[src/rtl/bfs_pkg.sv]
package bfs_pkg;

    // synchronized protection flags, overcurrent already reduced over phases
    typedef struct packed {
        logic uv;
        logic ots;
        logic otw;
        logic oc;
    } flags_t;

    function automatic int hold_cycles(input int hz, input int sec);
        return hz * sec;
    endfunction

    function automatic int cnt_width(input int top);
        return (top < 2) ? 1 : $clog2(top + 1);
    endfunction

    // status pins are active low
    function automatic logic [1:0] pin_pair(input logic shut, input logic warn);
        return {~shut, ~warn};
    endfunction

endpackage

[src/rtl/bfs_sync.sv]
module bfs_sync #(
    parameter int W = 4
) (
    input  logic         clk,
    input  logic         rst,
    input  logic [W-1:0] d,
    output logic [W-1:0] q
);
    logic [W-1:0] meta;

    for (genvar i = 0; i < W; i++) begin : g_bit
        always_ff @(posedge clk) begin
            if (rst) begin
                meta[i] <= 1'b0;
                q[i]    <= 1'b0;
            end else begin
                meta[i] <= d[i];
                q[i]    <= meta[i];
            end
        end
    end
endmodule

[src/rtl/bfs_latch.sv]
module bfs_latch #(
    parameter int HOLD_CYC = 40
) (
    input  logic clk,
    input  logic rst,
    input  logic set_in,
    input  logic clr_req,
    output logic latched_q,
    output logic latched_d
);
    localparam int CW = bfs_pkg::cnt_width(HOLD_CYC);
    localparam logic [CW-1:0] HOLD_V = CW'(HOLD_CYC);

    logic [CW-1:0] cnt;
    logic          hold_done;
    logic          accept;

    assign hold_done = (cnt == HOLD_V);
    assign accept    = latched_q & clr_req & hold_done;
    assign latched_d = (latched_q & ~accept) | set_in;

    always_ff @(posedge clk) begin
        if (rst) begin
            latched_q <= 1'b0;
            cnt       <= '0;
        end else begin
            latched_q <= latched_d;
            if (!latched_q || accept)
                cnt <= '0;
            else if (!hold_done)
                cnt <= cnt + 1'b1;
        end
    end

    // an early clear never releases the latch
    a_r7_early_clear_kept: assert property (@(posedge clk) disable iff (rst)
        (latched_q && !hold_done && clr_req) |=> latched_q);

    // without a clear, the latch holds
    a_r6_latch_holds: assert property (@(posedge clk) disable iff (rst)
        (latched_q && !clr_req) |=> latched_q);

    // hold count never passes its limit
    a_r7_cnt_bound: assert property (@(posedge clk) disable iff (rst)
        cnt <= HOLD_V);

    // accepted clear with flag still present re-latches and restarts
    a_r8_restart: assert property (@(posedge clk) disable iff (rst)
        (latched_q && clr_req && hold_done && set_in) |=> (latched_q && cnt == '0));
endmodule

[src/rtl/bfs_status.sv]
module bfs_status (
    input  logic clk,
    input  logic rst,
    input  logic shut_d,
    input  logic warn_d,
    output logic fault_n,
    output logic warn_n
);
    always_ff @(posedge clk) begin
        if (rst) begin
            fault_n <= 1'b1;
            warn_n  <= 1'b1;
        end else begin
            {fault_n, warn_n} <= bfs_pkg::pin_pair(shut_d, warn_d);
        end
    end

    // a shutdown condition shows on fault_n at the next edge
    a_r3_fault_follows: assert property (@(posedge clk) disable iff (rst)
        shut_d |=> !fault_n);

    // the warning shows on warn_n at the next edge
    a_r2_warn_follows: assert property (@(posedge clk) disable iff (rst)
        warn_d |=> !warn_n);

    // no condition means fault_n returns high
    a_r5_clear_follows: assert property (@(posedge clk) disable iff (rst)
        !shut_d |=> fault_n);
endmodule

[src/rtl/bfs_top.sv]
module bfs_top #(
    parameter int PHASES   = 3,
    parameter int CLK_HZ   = 100_000_000,
    parameter int HOLD_SEC = 1
) (
    input  logic              clk,
    input  logic              rst,
    input  logic [PHASES-1:0] oc_raw,
    input  logic              ot_warn,
    input  logic              ot_shut,
    input  logic              uv_raw,
    input  logic              clr_req,
    output logic              fault_n,
    output logic              warn_n,
    output logic [PHASES-1:0] hiz
);
    import bfs_pkg::*;

    localparam int HOLD_CYC = hold_cycles(CLK_HZ, HOLD_SEC);
    localparam int SW       = PHASES + 3;

    logic [SW-1:0] raw_vec;
    logic [SW-1:0] syn_vec;
    flags_t        fl;
    logic          latched_q;
    logic          latched_d;
    logic          force_hiz;

    assign raw_vec = {uv_raw, ot_shut, ot_warn, oc_raw};

    bfs_sync #(.W(SW)) u_sync (
        .clk (clk),
        .rst (rst),
        .d   (raw_vec),
        .q   (syn_vec)
    );

    assign fl.uv  = syn_vec[SW-1];
    assign fl.ots = syn_vec[SW-2];
    assign fl.otw = syn_vec[SW-3];
    assign fl.oc  = |syn_vec[PHASES-1:0];

    bfs_latch #(.HOLD_CYC(HOLD_CYC)) u_latch (
        .clk       (clk),
        .rst       (rst),
        .set_in    (fl.oc | fl.ots),
        .clr_req   (clr_req),
        .latched_q (latched_q),
        .latched_d (latched_d)
    );

    bfs_status u_status (
        .clk     (clk),
        .rst     (rst),
        .shut_d  (latched_d | fl.uv),
        .warn_d  (fl.otw),
        .fault_n (fault_n),
        .warn_n  (warn_n)
    );

    assign force_hiz = rst | latched_q | fl.uv | fl.oc | fl.ots;

    for (genvar p = 0; p < PHASES; p++) begin : g_phase
        assign hiz[p] = force_hiz;
    end

    // bridges are off while in reset
    always_ff @(posedge clk) begin
        if (rst) begin
            a_r1_hiz_in_reset: assert (&hiz);
        end
    end

    // a latched shutdown keeps every bridge off
    a_r6_latched_hiz: assert property (@(posedge clk) disable iff (rst)
        latched_q |-> &hiz);

    // a synchronized shutdown flag turns the bridges off at once
    a_r3_flag_hiz: assert property (@(posedge clk) disable iff (rst)
        (fl.uv || fl.oc || fl.ots) |-> &hiz);
endmodule

[config.mk]
export PLATFORM = sky130hd
export DESIGN_NAME = bfs_top
export DESIGN_NICKNAME = d
export VERILOG_FILES = /design/src/rtl/bfs_pkg.sv /design/src/rtl/bfs_sync.sv /design/src/rtl/bfs_latch.sv /design/src/rtl/bfs_status.sv /design/src/rtl/bfs_top.sv
export SDC_FILE = /design/constraint.sdc
export NUM_CORES = 1
export LEC_CHECK = 0
export BUFFER_PORTS_ARGS = -buffer_cell sky130_fd_sc_hd__buf_2
export CAP_MARGIN = 20
export CORE_ASPECT_RATIO = 1.2
export CORE_MARGIN = 5
export CORE_UTILIZATION = 28
export CTS_CLUSTER_DIAMETER = 150
export CTS_CLUSTER_SIZE = 28
export DETAILED_ROUTE_END_ITERATION = 8
export REMOVE_ABC_BUFFERS = 1
export SYNTH_ARGS = -nofsm -noshare
export SYNTH_HDL_FRONTEND = slang
export SYNTH_SLANG_ARGS = --single-unit
[constraint.sdc]
create_clock -name clk -period 2.4 [get_ports clk]
set_input_delay 0.24 -clock clk [delete_from_list [all_inputs] [get_ports clk]]
set_output_delay 0.24 -clock clk [all_outputs]
set_load 0.01 [all_outputs]
==> results.md, run 1 <==
- IO Port Bufs: 13
- GRT Total Usage: 0.0918
- Worst Path Buf+Inv: 0
- Biggest area consumer among synthesized cells: dfxtp_1
- Final Hold Slack: 0.155 ns
- Layout area overhead: 14.0%
- Internal power: 1.18 mW
- Post-synth top flop: dfxtp_1
- Crit Path Category: flop to flop
- FF-to-FF Start: u_latch.cnt[0]
- Min-Delay Path Depth: 2
- CTS Buffer Depth: 2
- Clock sinks: 42
- Syn avg cell area: 9.27 um2
- Clk_lat worst skew: 0.29 ns
- Outcome: completed
- CP Data Arrival Time: 2.13 ns
- R2R depth: 5
- Flop pwr share: 0.491
- Drt first pass iters: 4
- Post-synth top area share: 0.444
- Slew @ Worst Pin: 0.375 ns
- Distinct cells, synth: 44
- Post-synth top cells: dfxtp_1, nor2b_1, a21oi_1, nor2_1, nand4_1
- Worst-path fanout max: 8
- Nets: 226
- Crit-path leading delay family: simple AND/OR/NAND/NOR gates
- Clk Tree Root Cell: clkbuf_8
- # fillers: 695
- Grt total ovfl: 0
- Power Dens Cells: 677 nW/um2
- First-pass GRT wire length: 6.40 mm
- Ys async rst share: 0
- Startpoint class of the critical path: flop
- RSZ-0062 raised after global routing: false
- TNS Setup: 0 ns
- Tmin final: 1.91 ns
- Residual DRC: 0
- Worst Setup SP: u_latch.cnt[0]
- HPWL Detailed: 2.64 mm
- Setup-failing EPs final: 0
- Cell leakage power: 0.703 nW
- Initial antenna violation count: 0
- Crit path cell chain: ha_1 > and3_1 > nand2_1 > or4_4 > a21oi_2
- CTS clk-pin slew, worst paths: 0.08 ns
- Vias in the first global route: 1450
- Number of synthesized register bits: 42
- Mapped Area: 1890 um2
- Switching Fraction: 0.190
- Routed length per placed instance: 12.2 um
- Placer Congestion: 0.782
- CTS tree: done
- Hold Crit Class: primary input to flop
- Crit path depth: 5
- CTS buffer count: 5
- Row cnt: 32
- Worst path slowest cell: or4_4
- Gate power share: 0.042
- Synth area leaders: dfxtp_1, nor2b_1, xor2_1
- F_max: 525 MHz
- Max-cap violation count: 0
- Largest net degree at the start of global routing: 19
- Synth Instances: 204
- Final WL: 3.67 mm
- Height of the chip: 100 um
- Core footprint: 6490 um2
- ANT nets after route: 0
- Vias per cell: 4.95
- Yosys Warn Count: 0
- CTS H-tree lvls: 2
- Ant. Diodes: 0
- Clock Power Share: 0.466
- Area of the die: 8510 um2
- Max-slew violation count: 0
- Worst Setup End Kind: flop
- First DRT Iteration DRCs: 83
- Switching pwr: 278 uW
- Post-CTS Hold Buffers: 0
- Die X-Extent: 85.0 um
- Starting Density: 0.292
- Fin crit share: 0.794
- Max VDD drop: 0.408 mV
- Count leader, synth: dfxtp_1
- Post-synthesis sequential area ratio: 0.444
- Worst rel slew slack: 0.750
- Min-delay src: oc_raw[2]
- Layout cells sized above 1: 0.162
- Post-CTS Setup Inserts: 0
- CP required: 2.63 ns
- Skew final: 0.00473 ns
- Ports: 14
- Final Hold Fails: 0
- Post-CTS sizing: 0
- Routed vias: 1491
- Slowest stage delay, CP: 0.52 ns
- Number of enable flip-flop cells after synthesis: 0
## per-stage QoR
stage | setup WS [ns] | util | cells | area [um2] | power (mW)
final | 0.495 | 0.332 | 301 | 2160 | 1.46
after global routing | 0.354 | 0.332 | 301 | 2160 | 1.52
after CTS | 0.514 | 0.332 | 301 | 2160 | 1.48
after detailed placement | 0.549 | 0.310 | 293 | 2010 | 0.797
after global placement | 0.593 | 0.310 | 293 | 2010 | 0.796
after floorplan | 0.312 | - | 193 | 1830 | 0.767
## final timing paths
| kind | end | slack, ns |
|---|---|---|
| hold / removal | u_sync.meta[2] | 0.16 |
| setup reg to reg | u_latch.cnt[24] | 0.49 |
| hold reg to reg | u_status.warn_n | 0.39 |
| setup / recovery | u_latch.cnt[24] | 0.49 |
## layout make-up
type,count,area [um2],area share
Clock inverter,2,60.1,0.0279
Inverter,4,15.0,0.00696
Tap cell,85,106,0.0493
Sequential cell,42,841,0.390
Clock buffer,6,82.6,0.0383
Multi-Input combinational cell,147,971,0.450
Timing Repair Buffer,15,80.1,0.0371
## flip-flops by register name, summed over array words and instances (netlist names)
signal             flops
u_status.warn_n        1
u_sync.q               6
u_sync.meta            6
u_latch.cnt           27
u_status.fault_n       1
u_latch.latched_q      1
## power groups by stage
stage | sequential (mW) | clock, mW | combinational [mW]
6_report | 0.718 | 0.681 | 0.0614
4_1_cts | 0.718 | 0.699 | 0.0629
2_1_floorplan | 0.734 | 0 | 0.0329
5_1_grt | 0.720 | 0.730 | 0.0706
3_5_place_dp | 0.734 | 0 | 0.0627
3_3_place_gp | 0.734 | 0 | 0.0617
## per-layer routing
metal	global-route usage	vias to the layer above	share of wire
met5	0	-	0
li1	-	759	-
met4	0.0402	0	0.019
met2	0.141	34	0.45
met3	0.0263	7	0.050
met1	0.120	691	0.48
## worst register-to-register path, stage by stage, from the launching register on
cell     delay (ns)
dfxtp_1        0.38
ha_1           0.19
and3_1         0.38
nand2_1        0.23
or4_4          0.52
a21oi_2        0.14
## kinds of logic (layout without fill, tap and decap cells)
family	after synthesis	count (layout)	synth area share
compound gates	37	37	0.123
fa+ha+maj	2	2	0.0132
xor+xnor	11	11	0.0509
flops	42	42	0.444
simple gates	97	97	0.326
buf+inv	15	27	0.0423
## cell usage in the layout, fill, tap and decap left out, types with 2 or more instances in the layout
master,count
inv_1,4
buf_4,2
or4_4,2
a31oi_1,2
nor4b_1,5
dfxtp_1,42
nor2_1,12
a21oi_1,12
xor2_1,9
nand3_1,8
xnor2_1,2
or3_1,6
ha_1,2
and2_2,2
nor2b_1,14
nand4_1,10
o31ai_1,6
buf_2,13
or4_1,6
clkbuf_8,6
o21ai_0,9
a21oi_2,2
and3_1,4
nand2b_1,6
nor4bb_1,2
nand2_1,9
bufinv_16,2
(Power assumes the default switching activity.)
==> inputs of run 2 (changes only) <==
==> constraint.sdc (replaced) <==
create_clock -name clk -period 1.9 [get_ports clk]
set_input_delay 0.19 -clock clk [delete_from_list [all_inputs] [get_ports clk]]
set_output_delay 0.19 -clock clk [all_outputs]
set_load 0.01 [all_outputs]
==> results.md, run 2 (synthesis gave the netlist of run 1 again) <==
- Core footprint: 6490 um2 (unchanged)
- Vias in the first global route: 1434 (-1.1%)
- Ant. Diodes: 0 (unchanged)
- Commonest non-fill, non-tap cell in the layout: dfxtp_1
- Worst Hold Path EP: u_sync.meta[0]
- IO Port Bufs: 13 (unchanged)
- Largest register FFs: 27 (unchanged)
- Grt total ovfl: 0 (unchanged)
- CP Data Arrival Time: 2.00 ns (-0.13 ns)
- Clk Tree Root Cell: clkbuf_8
- Routed vias: 1508 (+1.1%)
- CTS H-tree lvls: 2 (unchanged)
- Setup-failing EPs final: 0 (unchanged)
- Min-Delay Path Depth: 2 (unchanged)
- Capturing point of the worst reg2reg path: u_latch.cnt[18]
- Regs by FF count: u_latch.cnt x27, u_sync.meta x6, u_sync.q x6
- Final WL: 3.81 mm (+3.8%)
- F_max: 562 MHz (+7.1%)
- Min-delay src: oc_raw[0]
- CTS clk-pin slew, worst paths: 0.08 ns (about the same)
- Worst slack at placement: 0.0765 ns (-0.473 ns)
- GRT Total Usage: 0.0937 (+0.00190)
- Final Hold Fails: 0 (unchanged)
- Routed length per placed instance: 12.4 um (+1.8%)
- R2r setup slk: 0.12 ns (-0.37 ns)
- Worst-path fanout max: 4 (-4)
- Layout area overhead: 15.3%
- Initial antenna violation count: 0 (unchanged)
- Max-cap violation count: 0 (unchanged)
- ANT nets after route: 0 (unchanged)
- Residual DRC: 0 (unchanged)
- CTS tree: done
- Power Dens Cells: 729 nW/um2 (+7.6%)
- Largest net degree at the start of global routing: 19 (unchanged)
- Crit Path Category: flop to flop
- Most frequent cells in the layout: dfxtp_1, nor2b_1, buf_2, nor2_1, a21oi_1
- Starting Density: 0.292 (unchanged)
- Finished Core Util: 0.336 (+0.00405)
- Top reg by flops: u_latch.cnt
- CTS Buffer Depth: 2 (unchanged)
- Ports: 14 (unchanged)
- Worst Setup Slack, final: 0.121 ns (-0.373 ns)
- Placer Congestion: 0.824 (+5.4%)
- Fin crit share: 0.936 (+0.142)
- Die X-Extent: 85.0 um (unchanged)
- HPWL Detailed: 2.80 mm (+5.9%)
- First DRT Iteration DRCs: 121 (+46%)
- R2R depth: 6 (+1)
- Skew final: 0.00357 ns (-0.00115 ns)
- Nets: 232 (+2.7%)
- Height of the chip: 100 um (unchanged)
- Layout cells sized above 1: 0.203 (+0.0407)
- Outcome: completed
- CP required: 2.12 ns (-0.51 ns)
- Max VDD drop: 0.368 mV (-9.8%)
- First-pass GRT wire length: 6.40 mm (unchanged)
- Slew @ Worst Pin: 0.353 ns (-0.0219 ns)
- Clk_lat worst skew: 0.30 ns (about the same)
- Worst Setup End Kind: flop
- Drt first pass iters: 4 (unchanged)
- Max-slew violation count: 0 (unchanged)
- Vias per cell: 4.91 (-0.84%)
- Clock sinks: 42 (unchanged)
- Hold Crit Class: primary input to flop
- TNS Setup: 0 ns (unchanged)
- Cell leakage power: 0.710 nW (+0.96%)
- Startpoint class of the critical path: flop
- FF-to-FF Start: u_latch.cnt[0]
- Worst rel slew slack: 0.761 (+0.0116)
- Area of the die: 8510 um2 (unchanged)
- CTS buffer count: 5 (unchanged)
- Row cnt: 32 (unchanged)
- Tmin final: 1.78 ns (-0.127 ns)
- RSZ-0062 raised after global routing: false
- Final Hold Slack: 0.0977 ns (-0.0576 ns)
==> run 2: cell types whose count changed in the layout (fill, tap and decap cells not counted), moves of 2 or more <==
cell       before  now
nor4bb_1        2    0
bufinv_16       2    0
nor4bb_2        0    2
buf_4           2    8
==> run 2: what timing repair did <==
action | in CTS | in global routing
setup endpoints to repair | 0 | 28
setup buffers | 0 | 2
hold buffers | 0 | 0
resized for setup | 0 | 5
==> run 2: worst max-delay path, stage by stage (launching register included) <==
cell      delay (ns)
dfxtp_1         0.34
inv_1           0.09
ha_1            0.17
nor4bb_2        0.21
nand4_1         0.14
or4b_1          0.56
a31oi_1         0.19
==> run 2: final cells by class <==
cell class | instances | area, um2
clock buffer | 6 | 82.6
clock inverter | 2 | 12.5
fill | 706 | 4300
inverter | 4 | 15.0
multi-input combinational | 147 | 1000
sequential | 42 | 841
tap | 85 | 106
timing repair buffer | 21 | 125
==> run 2: worst max-delay path by stage <==
stage / from / end / cells after the start
finish: u_latch.cnt[0] / u_latch.cnt[18] / 6
global route: u_latch.cnt[0] / u_latch.cnt[16] / 6
global placement: u_latch.cnt[4] / u_latch.cnt[23] / 4
detailed placement: u_latch.cnt[16] / u_latch.cnt[3] / 5
floorplan: u_latch.cnt[5] / u_latch.latched_q / 4
CTS: u_latch.cnt[16] / u_latch.cnt[3] / 5
==> run 2: power by group <==
part / internal, mW / switching, mW / total (mW)
clock: 0.292 / 0.311 / 0.603
combinational: 0.0364 / 0.0446 / 0.0810
sequential: 0.899 / 0.00833 / 0.907
==> run 2: stage by stage <==
| stage | instances | power, mW | area (um2) |
|---|---|---|---|
| 2_1_floorplan | 193 | 0.969 | 1830 |
| 3_3_place_gp | 297 | 1.01 | 2040 |
| 3_5_place_dp | 297 | 1.01 | 2040 |
| 4_1_cts | 305 | 1.61 | 2140 |
| 5_1_grt | 307 | 1.66 | 2180 |
| 6_report | 307 | 1.59 | 2180 |
==> run 2: per-layer routing <==
| layer | part of all wire | vias up | global-route usage | wire length (um) |
|---|---|---|---|---|
| met5 | 0 | - | 0 | 0 |
| met4 | 0.014 | 0 | 0.0499 | 55 |
| met3 | 0.044 | 6 | 0.0246 | 169 |
| met2 | 0.48 | 30 | 0.153 | 1820 |
| met1 | 0.46 | 700 | 0.113 | 1760 |
| li1 | - | 772 | - | - |
==> inputs of run 3 (changes only) <==
--- a/config.mk
+++ b/config.mk
@@ -13,6 +13,7 @@
 export CTS_CLUSTER_DIAMETER = 150
 export CTS_CLUSTER_SIZE = 28
 export DETAILED_ROUTE_END_ITERATION = 8
+export GPL_TIMING_DRIVEN = 0
 export REMOVE_ABC_BUFFERS = 1
 export SYNTH_ARGS = -nofsm -noshare
 export SYNTH_HDL_FRONTEND = slang
==> results.md, run 3 (synthesis gave the netlist of run 1 again) <==
- Slew @ Worst Pin: 0.408 ns (+0.0543 ns)
- Post-Place Cells: 292 (-1.7%)
- Routed length per placed instance: 12.5 um (+1.2%)
- Worst Setup End Kind: flop
- Final Hold Slack: 0.0973 ns (-0.000443 ns)
- Total power: 1.70 mW (+6.8%)
- Grt total ovfl: 0 (unchanged)
- Post-CTS Hold Buffers: 0 (unchanged)
- Gate power share: 0.049 (-0.002)
- Starting Density: 0.292 (unchanged)
- Outcome: completed
- Largest register FFs: 27 (unchanged)
- IO Port Bufs: 13 (unchanged)
- Drt first pass iters: 4 (unchanged)
- Skew final: 0.00522 ns (+0.00165 ns)
- Hold Crit Class: primary input to flop
- Setup-failing EPs final: 0 (unchanged)
- Die X-Extent: 85.0 um (unchanged)
- Vias per cell: 4.99 (+1.6%)
- Max VDD drop: 0.383 mV (+4.0%)
- Worst-path fanout max: 4 (unchanged)
- Clk Tree Root Cell: clkbuf_8
- CTS tree: done
- Core footprint: 6490 um2 (unchanged)
- Routed vias: 1517 (+0.60%)
- Internal power: 1.33 mW (+8.1%)
- CTS Buffer Depth: 2 (unchanged)
- Fin crit share: 0.938 (+0.00162)
- Power Dens Cells: 780 nW/um2 (+7.0%)
- Placer Congestion: 0.748 (-9.2%)
- Crit Path Category: flop to flop
- CP Data Arrival Time: 2.00 ns (about the same)
- Clock sinks: 42 (unchanged)
- Layout cells sized above 1: 0.192 (-0.0109)
- Worst Setup Slack, final: 0.118 ns (-0.00307 ns)
- CTS clk-pin slew, worst paths: 0.08 ns (about the same)
- F_max: 561 MHz (-0.17%)
- Ant. Diodes: 0 (unchanged)
- Vias in the first global route: 1437 (+0.21%)
- Largest net degree at the start of global routing: 19 (unchanged)
- Commonest non-fill, non-tap cell in the layout: dfxtp_1
- Regs by FF count: u_latch.cnt x27, u_sync.meta x6, u_sync.q x6
- CTS buffer count: 5 (unchanged)
- Nets: 229 (-1.3%)
- Tmin final: 1.78 ns (+0.00307 ns)
- Worst rel slew slack: 0.728 (-0.0333)
- Clk_lat worst skew: 0.30 ns (about the same)
- GRT Total Usage: 0.0913 (-0.00240)
- Initial antenna violation count: 0 (unchanged)
- Clock Power Share: 0.417 (+0.038)
- Most frequent cells in the layout: dfxtp_1, nor2b_1, buf_2, nor2_1, a21oi_1
- Finished Core Util: 0.336 (-0.000579)
- Switching pwr: 372 uW (+2.2%)
- Finished Layout Cells: 304 (-0.98%)
- Startpoint class of the critical path: flop
- Final WL: 3.82 mm (+0.24%)
- Cell leakage power: 0.700 nW (-1.3%)
- First-pass GRT wire length: 6.38 mm (-0.22%)
- Residual DRC: 0 (unchanged)
- Max-cap violation count: 0 (unchanged)
- ANT nets after route: 0 (unchanged)
- Layout area overhead: 15.1%
- Max-slew violation count: 0 (unchanged)
- Row cnt: 32 (unchanged)
- Area of the die: 8510 um2 (unchanged)
- First DRT Iteration DRCs: 91 (-25%)
- Flop pwr share: 0.534 (-0.036)
- Worst slack at placement: -0.0490 ns (-0.126 ns)
- CTS H-tree lvls: 2 (unchanged)
- Height of the chip: 100 um (unchanged)
- Ports: 14 (unchanged)
- HPWL Detailed: 2.61 mm (-6.6%)
- Top reg by flops: u_latch.cnt
- Switching Fraction: 0.219 (-0.00979)
- CP required: 2.12 ns (about the same)
- Final Hold Fails: 0 (unchanged)
-- run 3: cell count changes in the layout (fill, tap and decap cells not counted), sizes merged --
| cell | change |
|---|---|
| bufinv | +1 |
| clkbuf | -1 |
| clkinv | -1 |
| buf | -3 |
| clkinvlp | +1 |
-- run 3: per-layer routing --
layer	vias up	part of all wire	global-route usage	wire length (um)
met2	24	0.46	0.147	1770
met5	-	0	0	0
met3	8	0.044	0.0312	166
li1	767	-	-	-
met4	0	0.018	0.0378	68
met1	718	0.48	0.111	1820
-- run 3: final timing paths --
kind                     end      startpoint  cells after the start  slack (ns)
max          u_latch.cnt[18]  u_latch.cnt[0]                      6        0.12
min reg2reg  u_status.warn_n     u_sync.q[3]                      1        0.40
min           u_sync.meta[2]       oc_raw[2]                      2         0.1
max reg2reg  u_latch.cnt[18]  u_latch.cnt[0]                      6        0.12
-- run 3: per-stage QoR --
step	instance area (um2)	setup TNS [ns]
floorplan	1830	-1.54
global placement	2000	-18.28
detailed placement	2020	-0.489
CTS	2140	0
global route	2180	-0.0000910
finish	2180	0
-- run 3: layout make-up --
cell class                 count  area, um2
clock buffer                   5       68.8
clock inverter                 3       45.0
fill                         714       4310
inverter                       4       15.0
sequential                    42        841
tap                           85        106
multi-input combinational    147        992
timing repair buffer          18        110
-- run 3: what timing repair did --
item / 4_1_cts / 5_1_grt
buffers inserted: 1 / 3
cloned: 0 / 0
setup endpoints to repair: 15 / 25
resized for setup: 0 / 4
pin swaps: 1 / 3
-- run 3: power by group through the flow --
stage                     sequential [mW]  combinational (mW)  clock, mW
after floorplan                     0.927              0.0416          0
after global placement              0.928              0.0732          0
after detailed placement            0.928              0.0820          0
after CTS                           0.907              0.0845      0.734
after global routing                0.909              0.0954      0.756
final                               0.907              0.0832      0.709
-- run 3: worst max-delay path: stages, from the launching register on --
cell,delay (ns)
dfxtp_1,0.34
inv_1,0.09
ha_1,0.17
nor4bb_2,0.20
nand4_1,0.18
or4b_4,0.56
a31oi_1,0.18
